$ cat src/rtl/crt_timing_gen.sv
module crt_timing_gen #(
  parameter int HCW = 9,
  parameter int VCW = 10
) (
  input  logic       clk,
  input  logic       rst_n,
  input  logic       char_en,
  input  logic       reg_we,
  input  logic [3:0] reg_idx,
  input  logic [7:0] reg_wdata,
  output logic       disp_en,
  output logic       hblank,
  output logic       vblank,
  output logic       hsync,
  output logic       vsync,
  output logic [7:0] status
);
  localparam int NREG = 14;
  localparam logic [NREG-1:0][7:0] RST_VAL = {8'd0, 8'd0, 8'd4, 8'd3, 8'd5, 8'd4, 8'd0,
                                              8'd4, 8'd7, 8'd6, 8'd0, 8'd5, 8'd4, 8'd3};

  logic [NREG-1:0][7:0] stage_q, act_q;
  logic [HCW-1:0] hcnt, hnext, ht_last, hde, hbs, hss;
  logic [VCW-1:0] vcnt, vnext, vt_last, vde, vbs, vss;
  logic [7:0] ovf, vbe;
  logic [5:0] hbe;
  logic [4:0] hse;
  logic [3:0] vse;
  logic hb_q, hs_q, vb_q, vs_q, line_end, frame_end;
  logic unused_bits;

  assign ovf     = act_q[7];
  assign ht_last = HCW'(act_q[0]) + HCW'(4);
  assign hde     = HCW'(act_q[1]);
  assign hbs     = HCW'(act_q[2]);
  assign hbe     = {act_q[5][7], act_q[3][4:0]};
  assign hss     = HCW'(act_q[4]);
  assign hse     = act_q[5][4:0];
  assign vt_last = VCW'({ovf[5], ovf[0], act_q[6]}) + VCW'(1);
  assign vde     = VCW'({ovf[6], ovf[1], act_q[10]});
  assign vss     = VCW'({ovf[7], ovf[2], act_q[8]});
  assign vse     = act_q[9][3:0];
  assign vbs     = VCW'({ovf[3], act_q[11]});
  assign vbe     = act_q[12];
  assign unused_bits = ^{act_q[3][7:5], act_q[5][6:5], ovf[4], act_q[9][7:4], act_q[13][5:0]};

  assign line_end  = hcnt == ht_last;
  assign frame_end = line_end && (vcnt == vt_last);
  assign hnext     = line_end ? '0 : hcnt + HCW'(1);
  assign vnext     = !line_end ? vcnt : (frame_end ? '0 : vcnt + VCW'(1));

  always_ff @(posedge clk) begin
    if (!rst_n) begin
      hcnt    <= '0;
      vcnt    <= '0;
      hb_q    <= 1'b0;
      hs_q    <= 1'b0;
      vb_q    <= 1'b0;
      vs_q    <= 1'b0;
      stage_q <= RST_VAL;
      act_q   <= RST_VAL;
    end else begin
      if (reg_we && reg_idx < 4'(NREG)) stage_q[reg_idx] <= reg_wdata;
      if (char_en) begin
        hcnt <= hnext;
        vcnt <= vnext;
        if (hnext == hbs) hb_q <= 1'b1;
        else if (hnext[5:0] == hbe) hb_q <= 1'b0;
        if (hnext == hss) hs_q <= 1'b1;
        else if (hnext[4:0] == hse) hs_q <= 1'b0;
        if (line_end) begin
          if (vnext == vbs) vb_q <= 1'b1;
          else if (vnext[7:0] == vbe) vb_q <= 1'b0;
          if (vnext == vss) vs_q <= 1'b1;
          else if (vnext[3:0] == vse) vs_q <= 1'b0;
        end
        if (frame_end) act_q <= stage_q;
      end
    end
  end

  assign disp_en = (hcnt <= hde) && (vcnt <= vde);
  assign hblank  = hb_q;
  assign vblank  = vb_q;
  assign hsync   = rst_n & (hs_q ^ act_q[13][6]);
  assign vsync   = rst_n & (vs_q ^ act_q[13][7]);
  assign status  = {4'b0000, vs_q, 2'b00, hs_q};

  AST_HCNT_IN_LINE: assert property (@(posedge clk) disable iff (!rst_n)
    hcnt <= ht_last);
  AST_LINE_STEP_AT_WRAP: assert property (@(posedge clk) disable iff (!rst_n)
    (vcnt != $past(vcnt)) |-> $past(line_end && char_en));
  AST_VFLAGS_AT_LINE_START: assert property (@(posedge clk) disable iff (!rst_n)
    (!$stable(vb_q) || !$stable(vs_q)) |-> (hcnt == '0));
  AST_ACTIVE_ONLY_AT_FRAME: assert property (@(posedge clk) disable iff (!rst_n)
    !$past(frame_end && char_en) |-> $stable(act_q));
  AST_HOLD_WITHOUT_ENABLE: assert property (@(posedge clk) disable iff (!rst_n)
    !$past(char_en) |-> ($stable(hcnt) && $stable(vcnt) && $stable(hs_q) && $stable(vs_q)));
  AST_HRETRACE_ON_STEP: assert property (@(posedge clk) disable iff (!rst_n)
    $rose(hs_q) |-> $past(char_en));
endmodule

$ cat config.mk
export PLATFORM = sky130hd
export DESIGN_NAME = crt_timing_gen
export DESIGN_NICKNAME = d
export VERILOG_FILES = /design/src/rtl/crt_timing_gen.sv
export SDC_FILE = /design/constraint.sdc
export NUM_CORES = 1
export LEC_CHECK = 0
export BUFFER_PORTS_ARGS = -buffer_cell sky130_fd_sc_hd__buf_2
export CORE_ASPECT_RATIO = 1.4
export CORE_MARGIN = 5
export CORE_UTILIZATION = 40
export CTS_CLUSTER_DIAMETER = 40
export DETAILED_ROUTE_END_ITERATION = 8
export PLACE_DENSITY = 0.63
export SLEW_MARGIN = 20
export SYNTH_ARGS = -nofsm -noshare
export SYNTH_HDL_FRONTEND = slang
export SYNTH_SLANG_ARGS = --single-unit
export TNS_END_PERCENT = 10
$ cat constraint.sdc
create_clock -name clk -period 3.1 [get_ports clk]
set_input_delay 0.62 -clock clk [delete_from_list [all_inputs] [get_ports clk]]
set_output_delay 0.62 -clock clk [all_outputs]
set_load 0.01 [all_outputs]
==> results of run 1 <==
## layout make-up
class                      count  area (µm²)
clock inverter                10         103
tap                          370         463
sequential                   215        4320
inverter                      31         121
fill                        2752       14600
multi-input combinational   1013        6470
timing repair buffer         108         857
clock buffer                  33         686
## metrics by stage
step / power [µW] / instances / setup TNS, ns / instance area (µm²) / setup WS (ns)
3_5_place_dp: 3150 / 1731 / 0 / 12100 / 0.0574
4_1_cts: 5990 / 1776 / -0.0886 / 13000 / -0.0886
5_1_grt: 6130 / 1780 / -0.361 / 13000 / -0.223
6_report: 5930 / 1780 / -0.0902 / 13000 / -0.0902
2_1_floorplan: 3050 / 1364 / 0 / 11300 / 0.219
3_3_place_gp: 3150 / 1731 / 0 / 12100 / 0.0841
## final timing paths
| path | startpoint | endpoint | slack, ns | cells past startpoint |
|---|---|---|---|---|
| worst min register to register | stage_q[32] | act_q[32] | 0.45 | 2 |
| worst max register to register | act_q[2] | hs_q | 0.13 | 10 |
| worst min-delay path | stage_q[32] | act_q[32] | 0.45 | 2 |
| worst max-delay path | hcnt[1] | disp_en | -0.09 | 11 |
## worst min-delay path, delay by kind of cell, from the launching register on
family,cells,cell delay (ns)
AO/OA/AOI/OAI,1,0.06
flip-flops,1,0.31
AND/OR/NAND/NOR,1,0.05
## kinds of logic (layout without fill, tap and decap cells)
logic type      count (synthesis)  after routing
simple gates                  575            575
flops                         215            215
buf+inv                       136            182
compound gates                260            260
xor+xnor                       53             53
mux                            97             97
fa+ha+maj                      22             22
other cells                     1              6
## flip-flops by register name, indices dropped and copies added, names as in the netlist
| name | flops |
|---|---|
| vbe | 8 |
| hs_q | 1 |
| act_q | 81 |
| ovf | 7 |
| stage_q | 96 |
| hblank | 1 |
| vcnt | 10 |
| vs_q | 1 |
| hcnt | 9 |
| vblank | 1 |
## per-layer routing
layer,global-route usage,vias to the layer above
met5,0,-
met4,0.0896,0
met3,0.0194,82
met2,0.356,248
met1,0.269,4475
li1,-,4756
## cell usage in the layout, fill, tap and decap left out, types with 6 or more instances in the layout
cell / count
sky130_fd_sc_hd__ha_1: 19
sky130_fd_sc_hd__a31oi_1: 15
sky130_fd_sc_hd__a21oi_1: 25
sky130_fd_sc_hd__nand3_1: 51
sky130_fd_sc_hd__o21ai_0: 36
sky130_fd_sc_hd__o32ai_1: 8
sky130_fd_sc_hd__buf_4: 78
sky130_fd_sc_hd__a21boi_0: 97
sky130_fd_sc_hd__inv_1: 28
sky130_fd_sc_hd__o21a_1: 8
sky130_fd_sc_hd__conb_1: 6
sky130_fd_sc_hd__buf_2: 21
sky130_fd_sc_hd__mux2i_1: 97
sky130_fd_sc_hd__nor2b_1: 90
sky130_fd_sc_hd__xor2_1: 17
sky130_fd_sc_hd__clkbuf_16: 25
sky130_fd_sc_hd__and2_1: 6
sky130_fd_sc_hd__and3_1: 14
sky130_fd_sc_hd__or3_1: 6
sky130_fd_sc_hd__xnor2_1: 36
sky130_fd_sc_hd__nor3_1: 17
sky130_fd_sc_hd__nor3b_1: 7
sky130_fd_sc_hd__nand4_1: 17
sky130_fd_sc_hd__dfxtp_1: 208
sky130_fd_sc_hd__o211ai_1: 10
sky130_fd_sc_hd__buf_12: 7
sky130_fd_sc_hd__nor2_1: 62
sky130_fd_sc_hd__nand2b_1: 14
sky130_fd_sc_hd__nand2_1: 258
## power by group through the flow
stage               clock network (µW)  logic [µW]  registers [µW]
finish                            2820         312            2800
global route                      3000         336            2800
CTS                               2880         304            2800
detailed placement                   0         293            2860
global placement                     0         292            2860
floorplan                            0         198            2850
## repair_timing
| item | in CTS | in global routing |
|---|---|---|
| pin swaps | 4 | 4 |
| buffers inserted | 2 | 4 |
| endpoints found under the setup margin | 1 | 7 |
| resized for setup | 20 | 9 |
==> metrics.csv, run 1 <==
stage,metric,value,unit
run_status,status,finished with violations,
run_status,failing checks,setup timing,
routing,Detailed Routing Iterations Pass 1,5,
yosys,ranking of synthesized cells by instance count,"258 x sky130_fd_sc_hd__nand2_1, 215 x sky130_fd_sc_hd__dfxtp_1, 97 x sky130_fd_sc_hd__a21boi_0, 97 x sky130_fd_sc_hd__mux2i_1, 91 x sky130_fd_sc_hd__nor2b_1",
clocking,"Clk pin slew, worst setup/hold paths",0.06,ns
grt,maximum number of pins on one net before global-route repair,176,
timing,unrepaired setup endpoints after global routing,true,
yosys,Yosys cell types,73,
worst_setup_path,worst setup path class,reg2out,
grt,wire length of the first global-routing pass,52.6,mm
worst_setup_path,highest net fanout along the worst path,2,
worst_setup_path,startpoint types,flop,
yosys,simple-gate share of the synthesized area,0.247,
pwr,Net Sw Power,1370,µW
min_path,Hold Crit Class,reg2reg,
timing,"Hold Vio Cnt, Final",0,
yosys,share of cell area taken by muxes after synthesis,0.0863,
yosys,sequential share of the synthesized area,0.383,
routing,post-route DRC violation count,0,
pwr,switching fraction of total power,0.231,
placement,port bufs,22,
routing,drt via density,5.37,
yosys,biggest area contributors in the synthesized netlist,"sky130_fd_sc_hd__dfxtp_1 38%, sky130_fd_sc_hd__mux2i_1 8.6%, sky130_fd_sc_hd__nand2_1 8.6%",
final_layout,share of final-layout standard cells stronger than drive strength 1,0.127,
yosys,most frequent cell after synthesis,sky130_fd_sc_hd__nand2_1,
clocking,number of buffers on the longest clock path,3,
routing,highest routing layer actually used,met4,
pwr,share of power burned in the clock network,0.476,
placement,global placer's final weighted congestion,0.933,
timing,maximum clock frequency,0.313,GHz
placement,HPWL after detailed placement,23.1,mm
worst_setup_path,number of buffers and inverters on the critical path,1,
grt,number of global-route vias before repair,9279,
yosys,fraction of synthesis flops using an asynchronous set or reset pin,0,
final_layout,Post-layout nets,1432,
grt,Overflow after GRT,0,
clocking,worst skew pair latency,0.52,ns
worst_setup_path,cell family with the largest share of critical-path delay,compound AO/OA/AOI/OAI gates,
timing,worst hold slack across all endpoints,0.454,ns
grt,GRT Overall Usage,0.210,
routing,number of vias in the routed layout,9561,
yosys,dominant combinational cell family by area after synthesis,simple AND/OR/NAND/NOR gates,
yosys,number of synthesis warnings,0,
pwr,largest vdd supply drop,0.000287,V
pwr,part of the power in combinational logic,0.053,
timing,worst slew margin relative to its limit,0.421,
timing,largest clock skew in the final design,0.0144,ns
grt,number of antenna violations at the first check in global routing,0,
timing,setup slack of the critical path after layout,-0.0902,ns
routing,Detail Route met2 WL,16.3,mm
worst_setup_path,data arrival time of the worst path,2.57,ns
clocking,TritonCTS Buffers,25,
floorplanning,height of the die,208,µm
pwr,internal power component,4560,µW
worst_setup_path,worst endpoint required time,2.48,ns
timing,fin crit period,3.19,ns
pwr,Power per Cell Area,456,nW/µm²
timing,final critical-path share of the clock period,1.03,
yosys,Post-synth top flop,sky130_fd_sc_hd__dfxtp_1,
routing,number of violations reported at the end of detailed-routing iteration 0,605,
clocking,H-tree Lvls,1,
timing,Max Transition Viols Final,0,
worst_setup_path,worst-path cell chain,"ha_4, nor2b_4, o21a_1, o21a_1, o21a_1, o21a_1, o21ai_1, nand2b_1, a21oi_2, o21a_1, buf_2",
floorplanning,Total Die Area,31600,µm²
final_layout,post-synthesis to final-layout area growth,15.8,%
clocking,Clock Sinks,215,
yosys,area of the mapped netlist,11200,µm²
yosys,Post-Syn Area per Cell,8.28,µm²
job,number of maximum-capacitance constraint violations,0,
timing,setup-violating endpoint count in the final report,1,
yosys,#FFs+latches synth,215,
routing,Detailed Route WL,33.6,mm
yosys,post-synth top area cell,sky130_fd_sc_hd__dfxtp_1,
yosys,number of enable flip-flop cells after synthesis,0,
floorplanning,I/O pin count,29,
yosys,adder and majority cell fraction of the synthesized area,0.0245,
floorplanning,initial core utilization,0.407,
floorplanning,Die W,152,µm
worst_setup_path,category of the worst setup path capture point,primary output,
pwr,sequential group share of total power,0.472,
worst_setup_path,slowest library cell on the worst path,sky130_fd_sc_hd__dfxtp_4,
pwr,P_leak,0.00481,µW
final_layout,# diodes,0,
yosys,area share of the largest cell type after synthesis,0.383,
routing,final routed wire length divided by cell count,18.9,µm
clocking,Clock Root Buffer,sky130_fd_sc_hd__clkbuf_16,
routing,routed wire length on met3,1.28,mm
final_layout,Final Util,0.471,
yosys,Mapped Cells,1359,
floorplanning,row cnt,72,
timing,Worst-Margin Slew,0.858,ns
yosys,area fraction in compound gates after synthesis,0.166,
routing,final antenna-violating net count,0,
clocking,hold buffers post-CTS,0,
worst_setup_path,max incr delay on CP,0.36,ns
clocking,clock tree from TritonCTS,yes,
routing,Metal-1 WL,14.5,mm
yosys,xor and xnor fraction of the mapped netlist area,0.0413,
floorplanning,Floorplan Core Area,27700,µm²
worst_setup_path,most frequent CP cell,sky130_fd_sc_hd__o21a_1,
No activity file was read; power rests on OpenSTA's default activity.
==> run 2: changes to the inputs <==
Settings changed: ABC_AREA from default to 1.
==> run 2 against run 1 <==
  * The flow now finishes without violations
  * Sequential cell count unchanged
  * Non-clock buffer count decreased by 68
  * Cell count rose by 0.79%
  * Worst setup slack better by 0.29 ns
  * Design area fell by 13%
  * Die area is 9.5% lower
  * Area after synthesis fell by 10%
  * Hold slack got worse by 0.0068 ns
==> metrics.csv, run 2 <==
stage,metric,value,unit
timing,unrepaired setup endpoints after global routing,false,
timing,setup-violating endpoint count in the final report,0,
worst_setup_path,worst-path cell chain,"inv_1, ha_1, nand2_1, nor2_1, a211oi_1, o21ai_0, a221o_1, a21oi_1, o21ai_1, inv_1, buf_2",
worst_setup_path,cell family with the largest share of critical-path delay,compound AO/OA/AOI/OAI gates,
worst_setup_path,Reg-to-Reg Start,act_q[3],
clocking,number of buffers on the longest clock path,3,
routing,number of violations reported at the end of detailed-routing iteration 0,639,
placement,dpl ws,0.271,ns
routing,final antenna-violating net count,0,
yosys,Yosys cell types,37,
worst_setup_path,worst setup path class,reg2out,
final_layout,# diodes,0,
floorplanning,I/O pin count,29,
grt,Overflow after GRT,0,
min_path,Hold Path Stages,2,
yosys,Mapped Cells,1455,
timing,final critical-path share of the clock period,0.936,
final_layout,"top library cells by usage in the layout, fill and taps aside","233 x sky130_fd_sc_hd__nand2_1, 228 x sky130_fd_sc_hd__nor2_1, 210 x sky130_fd_sc_hd__dfxtp_1",
yosys,biggest area contributors in the synthesized netlist,"sky130_fd_sc_hd__dfxtp_1 43%, sky130_fd_sc_hd__o21ai_0 9.9%, sky130_fd_sc_hd__nand2_1 8.6%",
clocking,post-CTS repair timing setup buffer count,0,
worst_setup_path,data arrival time of the worst path,2.28,ns
worst_setup_path,startpoint types,flop,
timing,fin crit period,2.90,ns
final_layout,Post-layout nets,1495,
min_path,Min-Delay Startpoint,stage_q[111],
timing,"Hold Vio Cnt, Final",0,
placement,HPWL after detailed placement,19.5,mm
worst_setup_path,max incr delay on CP,0.31,ns
yosys,number of synthesis warnings,0,
floorplanning,Total Die Area,28600,µm²
clocking,H-tree Lvls,1,
final_layout,Final Util,0.452,
clocking,"Clk pin slew, worst setup/hold paths",0.06,ns
final_layout,non-filler cells in the finished layout,1794,
pwr,largest vdd supply drop,0.000423,V
timing,maximum clock frequency,0.345,GHz
final_layout,share of final-layout standard cells stronger than drive strength 1,0.0759,
grt,GRT Overall Usage,0.201,
worst_setup_path,startpoint of the worst setup timing path,act_q[10],
worst_setup_path,category of the worst setup path capture point,primary output,
routing,number of vias in the routed layout,9119,
yosys,ranking of synthesized cells by instance count,"233 x sky130_fd_sc_hd__nand2_1, 229 x sky130_fd_sc_hd__nor2_1, 215 x sky130_fd_sc_hd__dfxtp_1",
pwr,P_leak,0.00495,µW
final_layout,Top reg by flops,stage_q,
yosys,Post-synth top flop,sky130_fd_sc_hd__dfxtp_1,
grt,number of global-route vias before repair,8816,
worst_setup_path,worst endpoint required time,2.48,ns
pwr,Power per Cell Area,562,nW/µm²
worst_setup_path,number of buffers and inverters on the critical path,3,
yosys,Post-Syn Area per Cell,6.95,µm²
routing,final routed wire length divided by cell count,15.8,µm
grt,maximum number of pins on one net before global-route repair,206,
timing,final total negative setup slack,0,ns
timing,largest clock skew in the final design,0.00737,ns
yosys,#FFs+latches synth,215,
yosys,post-synth top area cell,sky130_fd_sc_hd__dfxtp_1,
placement,port bufs,22,
routing,Detailed Routing Iterations Pass 1,6,
min_path,Hold Crit Class,reg2reg,
final_layout,"commonest non-fill, non-tap cell in the layout",sky130_fd_sc_hd__nand2_1,
yosys,sequential share of the synthesized area,0.426,
yosys,most frequent cell after synthesis,sky130_fd_sc_hd__nand2_1,
clocking,Clock Root Buffer,sky130_fd_sc_hd__clkbuf_16,
timing,Max Transition Viols Final,0,
yosys,area share of the largest cell type after synthesis,0.426,
yosys,fraction of synthesis flops using an asynchronous set or reset pin,0,
yosys,area of the mapped netlist,10100,µm²
routing,Detailed Route WL,28.3,mm
job,number of maximum-capacitance constraint violations,0,
clocking,TritonCTS Buffers,25,
clocking,clock tree from TritonCTS,yes,
clocking,worst skew pair latency,0.52,ns
worst_setup_path,most frequent CP cell,sky130_fd_sc_hd__inv_1,
worst_setup_path,depth of the worst register-to-register path,15,
worst_setup_path,slowest library cell on the worst path,sky130_fd_sc_hd__dfxtp_1,
floorplanning,Die W,144,µm
clocking,Clock Sinks,215,
worst_setup_path,number of cells on the critical path,11,
grt,number of antenna violations at the first check in global routing,0,
timing,Worst-Margin Slew,0.764,ns
floorplanning,row cnt,69,
routing,post-route DRC violation count,0,
run_status,status,finished clean,
floorplanning,Floorplan Core Area,25200,µm²
timing,worst slew margin relative to its limit,0.491,
worst_setup_path,highest net fanout along the worst path,2,
floorplanning,height of the die,198,µm
timing,setup slack of the critical path after layout,0.199,ns
placement,DP Cell Count,1749,
placement,global placer's final weighted congestion,0.884,
grt,wire length of the first global-routing pass,46.2,mm
routing,drt via density,5.08,
clocking,hold buffers post-CTS,0,
final_layout,number of flip-flops under the largest register name,96,
final_layout,post-synthesis to final-layout area growth,12.6,%
yosys,number of enable flip-flop cells after synthesis,0,
floorplanning,initial core utilization,0.401,
final_layout,biggest registers after layout,"stage_q (96), act_q (81), vcnt (10)",
[run 2: cell count changes in the layout (fill, tap and decap cells not counted), moves of 90 or more]
cell                       before  now
sky130_fd_sc_hd__o21ai_0       36  200
sky130_fd_sc_hd__inv_1         28  171
sky130_fd_sc_hd__a21oi_1       25  123
sky130_fd_sc_hd__nor2_1        62  228
sky130_fd_sc_hd__mux2i_1       97    0
sky130_fd_sc_hd__a21boi_0      97    0
sky130_fd_sc_hd__nor2b_1       90    0
[run 2: repair_timing]
item | 4_1_cts | 5_1_grt
setup endpoints to repair | 1 | 3
pin swaps | 0 | 0
resized for setup | 1 | 8
[run 2: metrics by stage]
stage                     cell area, µm²  total power (µW)  hold slack, ns
after floorplan                    10100              3220           0.420
after global placement             10500              3370           0.436
after detailed placement           10500              3370           0.440
after CTS                          11400              6460           0.450
after global routing               11400              6640           0.478
final                              11400              6400           0.447
[run 2: cell type report]
type | count | area, µm²
fillers | 2600 | 13800
flip-flops and latches | 215 | 4310
multi-input cells | 995 | 4840
clock buffers | 32 | 682
inverters | 180 | 678
clock inverters | 13 | 184
repair buffers | 40 | 298
well taps | 319 | 399
[run 2: worst min-delay path, stage by stage (launching register included)]
cell and delay (ns):
sky130_fd_sc_hd__dfxtp_1 0.31, sky130_fd_sc_hd__inv_1 0.05, sky130_fd_sc_hd__a21oi_1 0.05
[run 2: kinds of logic (layout without fill, tap and decap cells)]
family                   count (synthesis)  in the layout  synth area share
XOR/XNOR                                21             21            0.0182
buffers and inverters                  250            265            0.0988
other                                    1              6          0.000371
flip-flops                             215            215             0.426
adder cells (fa/ha/maj)                 22             22            0.0272
AND/OR/NAND/NOR                        590            590             0.247
AO/OA/AOI/OAI                          356            356             0.183
[run 2: power breakdown]
| group | switching (µW) | internal, µW |
|---|---|---|
| combinational | 325 | 139 |
| clock | 1240 | 1840 |
| sequential | 47.7 | 2810 |
[run 2: per-layer routing]
metal / global-route usage / part of all wire / vias up
met3: 0.0217 / 0.035 / 59
met1: 0.264 / 0.45 / 4136
met4: 0.0781 / 0.037 / 0
met2: 0.337 / 0.48 / 184
met5: 0 / 0 / -
li1: - / - / 4740
[run 2: worst paths after layout]
| path | end | slack [ns] |
|---|---|---|
| worst max register to register | vs_q | 0.30 |
| worst min-delay path | stage_q[111] | 0.45 |
| worst min register to register | stage_q[111] | 0.45 |
| worst max-delay path | disp_en | 0.20 |
==> run 3: changes to the inputs <==
==> constraint.sdc (replaced) <==
create_clock -name clk -period 3.1 [get_ports clk]
set_input_delay 0.62 -clock clk [delete_from_list [all_inputs] [get_ports clk]]
set_output_delay 0.62 -clock clk [all_outputs]
set_load 0.1 [all_outputs]
==> run 3 against run 2 <==
  * Fmax is 3.8% lower
  * Routed wire length decreased by 0.45%
  * Global-route usage fell by 0.18 points
  * Combinational power is 16% higher
  * Cell count rose by 0.28%
  * Critical endpoint unchanged
  * Sequential cell count unchanged
  * Clock-buffer cell count shrank 1
  * Register-to-register slack improved by 0.08 ns
  * Largest cell class unchanged
==> metrics.csv, run 3 (synthesized netlist as in run 2, its figures left out) <==
stage,metric,value,unit
routing,number of vias in the routed layout,9155,
timing,final critical-path share of the clock period,0.973,
final_layout,number of flip-flops under the largest register name,96,
clocking,number of buffers on the longest clock path,3,
grt,GRT Overall Usage,0.199,
clocking,clock tree from TritonCTS,yes,
floorplanning,initial core utilization,0.401,
timing,setup slack of the critical path after layout,0.0851,ns
worst_setup_path,category of the worst setup path capture point,primary output,
grt,Overflow after GRT,0,
worst_setup_path,startpoint types,flop,
floorplanning,height of the die,198,µm
timing,Max Transition Viols Final,0,
routing,final antenna-violating net count,0,
clocking,Clock Sinks,215,
clocking,worst skew pair latency,0.54,ns
pwr,largest vdd supply drop,0.000376,V
job,number of maximum-capacitance constraint violations,0,
min_path,Hold Crit Class,in2reg,
worst_setup_path,depth of the worst register-to-register path,18,
worst_setup_path,worst setup path class,reg2out,
worst_setup_path,worst-path cell chain,"ha_1, inv_1, nor2_1, o21ai_0, o2111ai_1, a21oi_2, o21ai_0, inv_1, buf_12",
min_path,Hold Path Stages,2,
clocking,Clock Root Buffer,sky130_fd_sc_hd__clkbuf_16,
routing,Detailed Routing Iterations Pass 1,5,
final_layout,Top reg by flops,stage_q,
final_layout,biggest registers after layout,"stage_q (96), act_q (81), vcnt (10)",
worst_setup_path,capture point of the critical path,disp_en,
routing,number of violations reported at the end of detailed-routing iteration 0,701,
worst_setup_path,max incr delay on CP,0.50,ns
timing,worst slew margin relative to its limit,0.486,
grt,number of antenna violations at the first check in global routing,0,
floorplanning,I/O pin count,29,
timing,maximum clock frequency,0.332,GHz
worst_setup_path,data arrival time of the worst path,2.39,ns
worst_setup_path,Reg-to-Reg Start,act_q[2],
grt,wire length of the first global-routing pass,45.6,mm
floorplanning,Total Die Area,28600,µm²
worst_setup_path,number of cells on the critical path,9,
final_layout,# diodes,0,
worst_setup_path,cell family with the largest share of critical-path delay,compound AO/OA/AOI/OAI gates,
grt,maximum number of pins on one net before global-route repair,206,
timing,worst hold slack across all endpoints,0.393,ns
timing,unrepaired setup endpoints after global routing,true,
final_layout,Post-layout nets,1500,
worst_setup_path,slowest library cell on the worst path,sky130_fd_sc_hd__dfxtp_1,
grt,number of global-route vias before repair,8672,
worst_setup_path,highest net fanout along the worst path,7,
run_status,status,finished clean,
final_layout,Filler Cell Count,2577,
floorplanning,Floorplan Core Area,25200,µm²
placement,global placer's final weighted congestion,0.883,
timing,largest clock skew in the final design,0.0107,ns
pwr,Power per Cell Area,566,nW/µm²
pwr,P_leak,0.00498,µW
floorplanning,Die W,144,µm
final_layout,"commonest non-fill, non-tap cell in the layout",sky130_fd_sc_hd__nand2_1,
placement,HPWL after detailed placement,19.5,mm
placement,port bufs,22,
timing,Worst-Margin Slew,0.771,ns
placement,dpl ws,0.356,ns
floorplanning,row cnt,69,
worst_setup_path,startpoint of the worst setup timing path,vcnt[1],
final_layout,Final Util,0.455,
worst_setup_path,worst endpoint required time,2.48,ns
worst_setup_path,FF-to-FF setup slack,0.38,ns
timing,fin crit period,3.01,ns
routing,drt via density,5.09,
worst_setup_path,critical register-to-register path endpoint,vs_q,
timing,"Hold Vio Cnt, Final",0,
routing,post-route DRC violation count,0,
routing,final routed wire length divided by cell count,15.7,µm
clocking,hold buffers post-CTS,0,
final_layout,post-synthesis to final-layout area growth,13.5,%
timing,final total negative setup slack,0,ns
clocking,"Clk pin slew, worst setup/hold paths",0.06,ns
clocking,TritonCTS Buffers,27,
clocking,post-CTS repair timing setup buffer count,0,
final_layout,share of final-layout standard cells stronger than drive strength 1,0.0797,
clocking,H-tree Lvls,1,
worst_setup_path,number of buffers and inverters on the critical path,3,
final_layout,"top library cells by usage in the layout, fill and taps aside","233 x sky130_fd_sc_hd__nand2_1, 228 x sky130_fd_sc_hd__nor2_1, 212 x sky130_fd_sc_hd__dfxtp_1",
timing,setup-violating endpoint count in the final report,0,
routing,Detailed Route WL,28.2,mm
-- run 3: changes by cell type in the layout (fill, tap and decap cells not counted), moves of 2 or more --
cell                        before  now
sky130_fd_sc_hd__inv_8           4    1
sky130_fd_sc_hd__dfxtp_2         4    2
sky130_fd_sc_hd__buf_12          4    6
sky130_fd_sc_hd__buf_4          15   19
sky130_fd_sc_hd__clkbuf_16      25   27
sky130_fd_sc_hd__clkinv_2        0    5
sky130_fd_sc_hd__buf_2          21   18
sky130_fd_sc_hd__dfxtp_1       210  212
sky130_fd_sc_hd__clkbuf_8        3    0
-- run 3: through the flow --
stage	cells	instance area, µm²	total power [µW]
2_1_floorplan	1460	10100	3270
3_3_place_gp	1752	10600	3430
3_5_place_dp	1752	10600	3440
4_1_cts	1799	11500	6550
5_1_grt	1799	11500	6740
6_report	1799	11500	6500
-- run 3: cell type report --
class / instances / area (µm²) / share of cell area
Clock inverter: 16 / 191 / 0.0167
Clock buffer: 31 / 691 / 0.0602
Multi-Input combinational cell: 995 / 4860 / 0.423
Inverter: 180 / 678 / 0.0591
Timing Repair Buffer: 43 / 353 / 0.0307
Tap cell: 319 / 399 / 0.0348
Sequential cell: 215 / 4310 / 0.375
-- run 3: per-layer routing --
layer  global-route usage  wire length (µm)  up-vias
met1                0.259             12700     4176
met5                    0                 0        -
met2                0.335             13400      191
met3               0.0208               988       51
li1                     -                 -     4737
met4               0.0805              1050        0
-- run 3: worst min path at each step --
stage | endpoint | slack (ns) | start
after global routing | hcnt[6] | 0.39 | char_en
after global placement | stage_q[66] | 0.44 | stage_q[66]
after detailed placement | stage_q[111] | 0.44 | stage_q[111]
after CTS | hcnt[6] | 0.37 | char_en
final | hcnt[7] | 0.39 | char_en
after floorplan | stage_q[110] | 0.42 | stage_q[110]
-- run 3: power by group --
group | total, µW | switching, µW | internal (µW) | leakage, µW
combinational | 536 | 383 | 153 | 0.00281
clock | 3110 | 1250 | 1860 | 0.000426
sequential | 2850 | 42.7 | 2810 | 0.00174
-- run 3: repair_timing --
action | in CTS | in global routing
setup endpoints to repair | 1 | 2
resized for setup | 2 | 8
cloned | 0 | 0
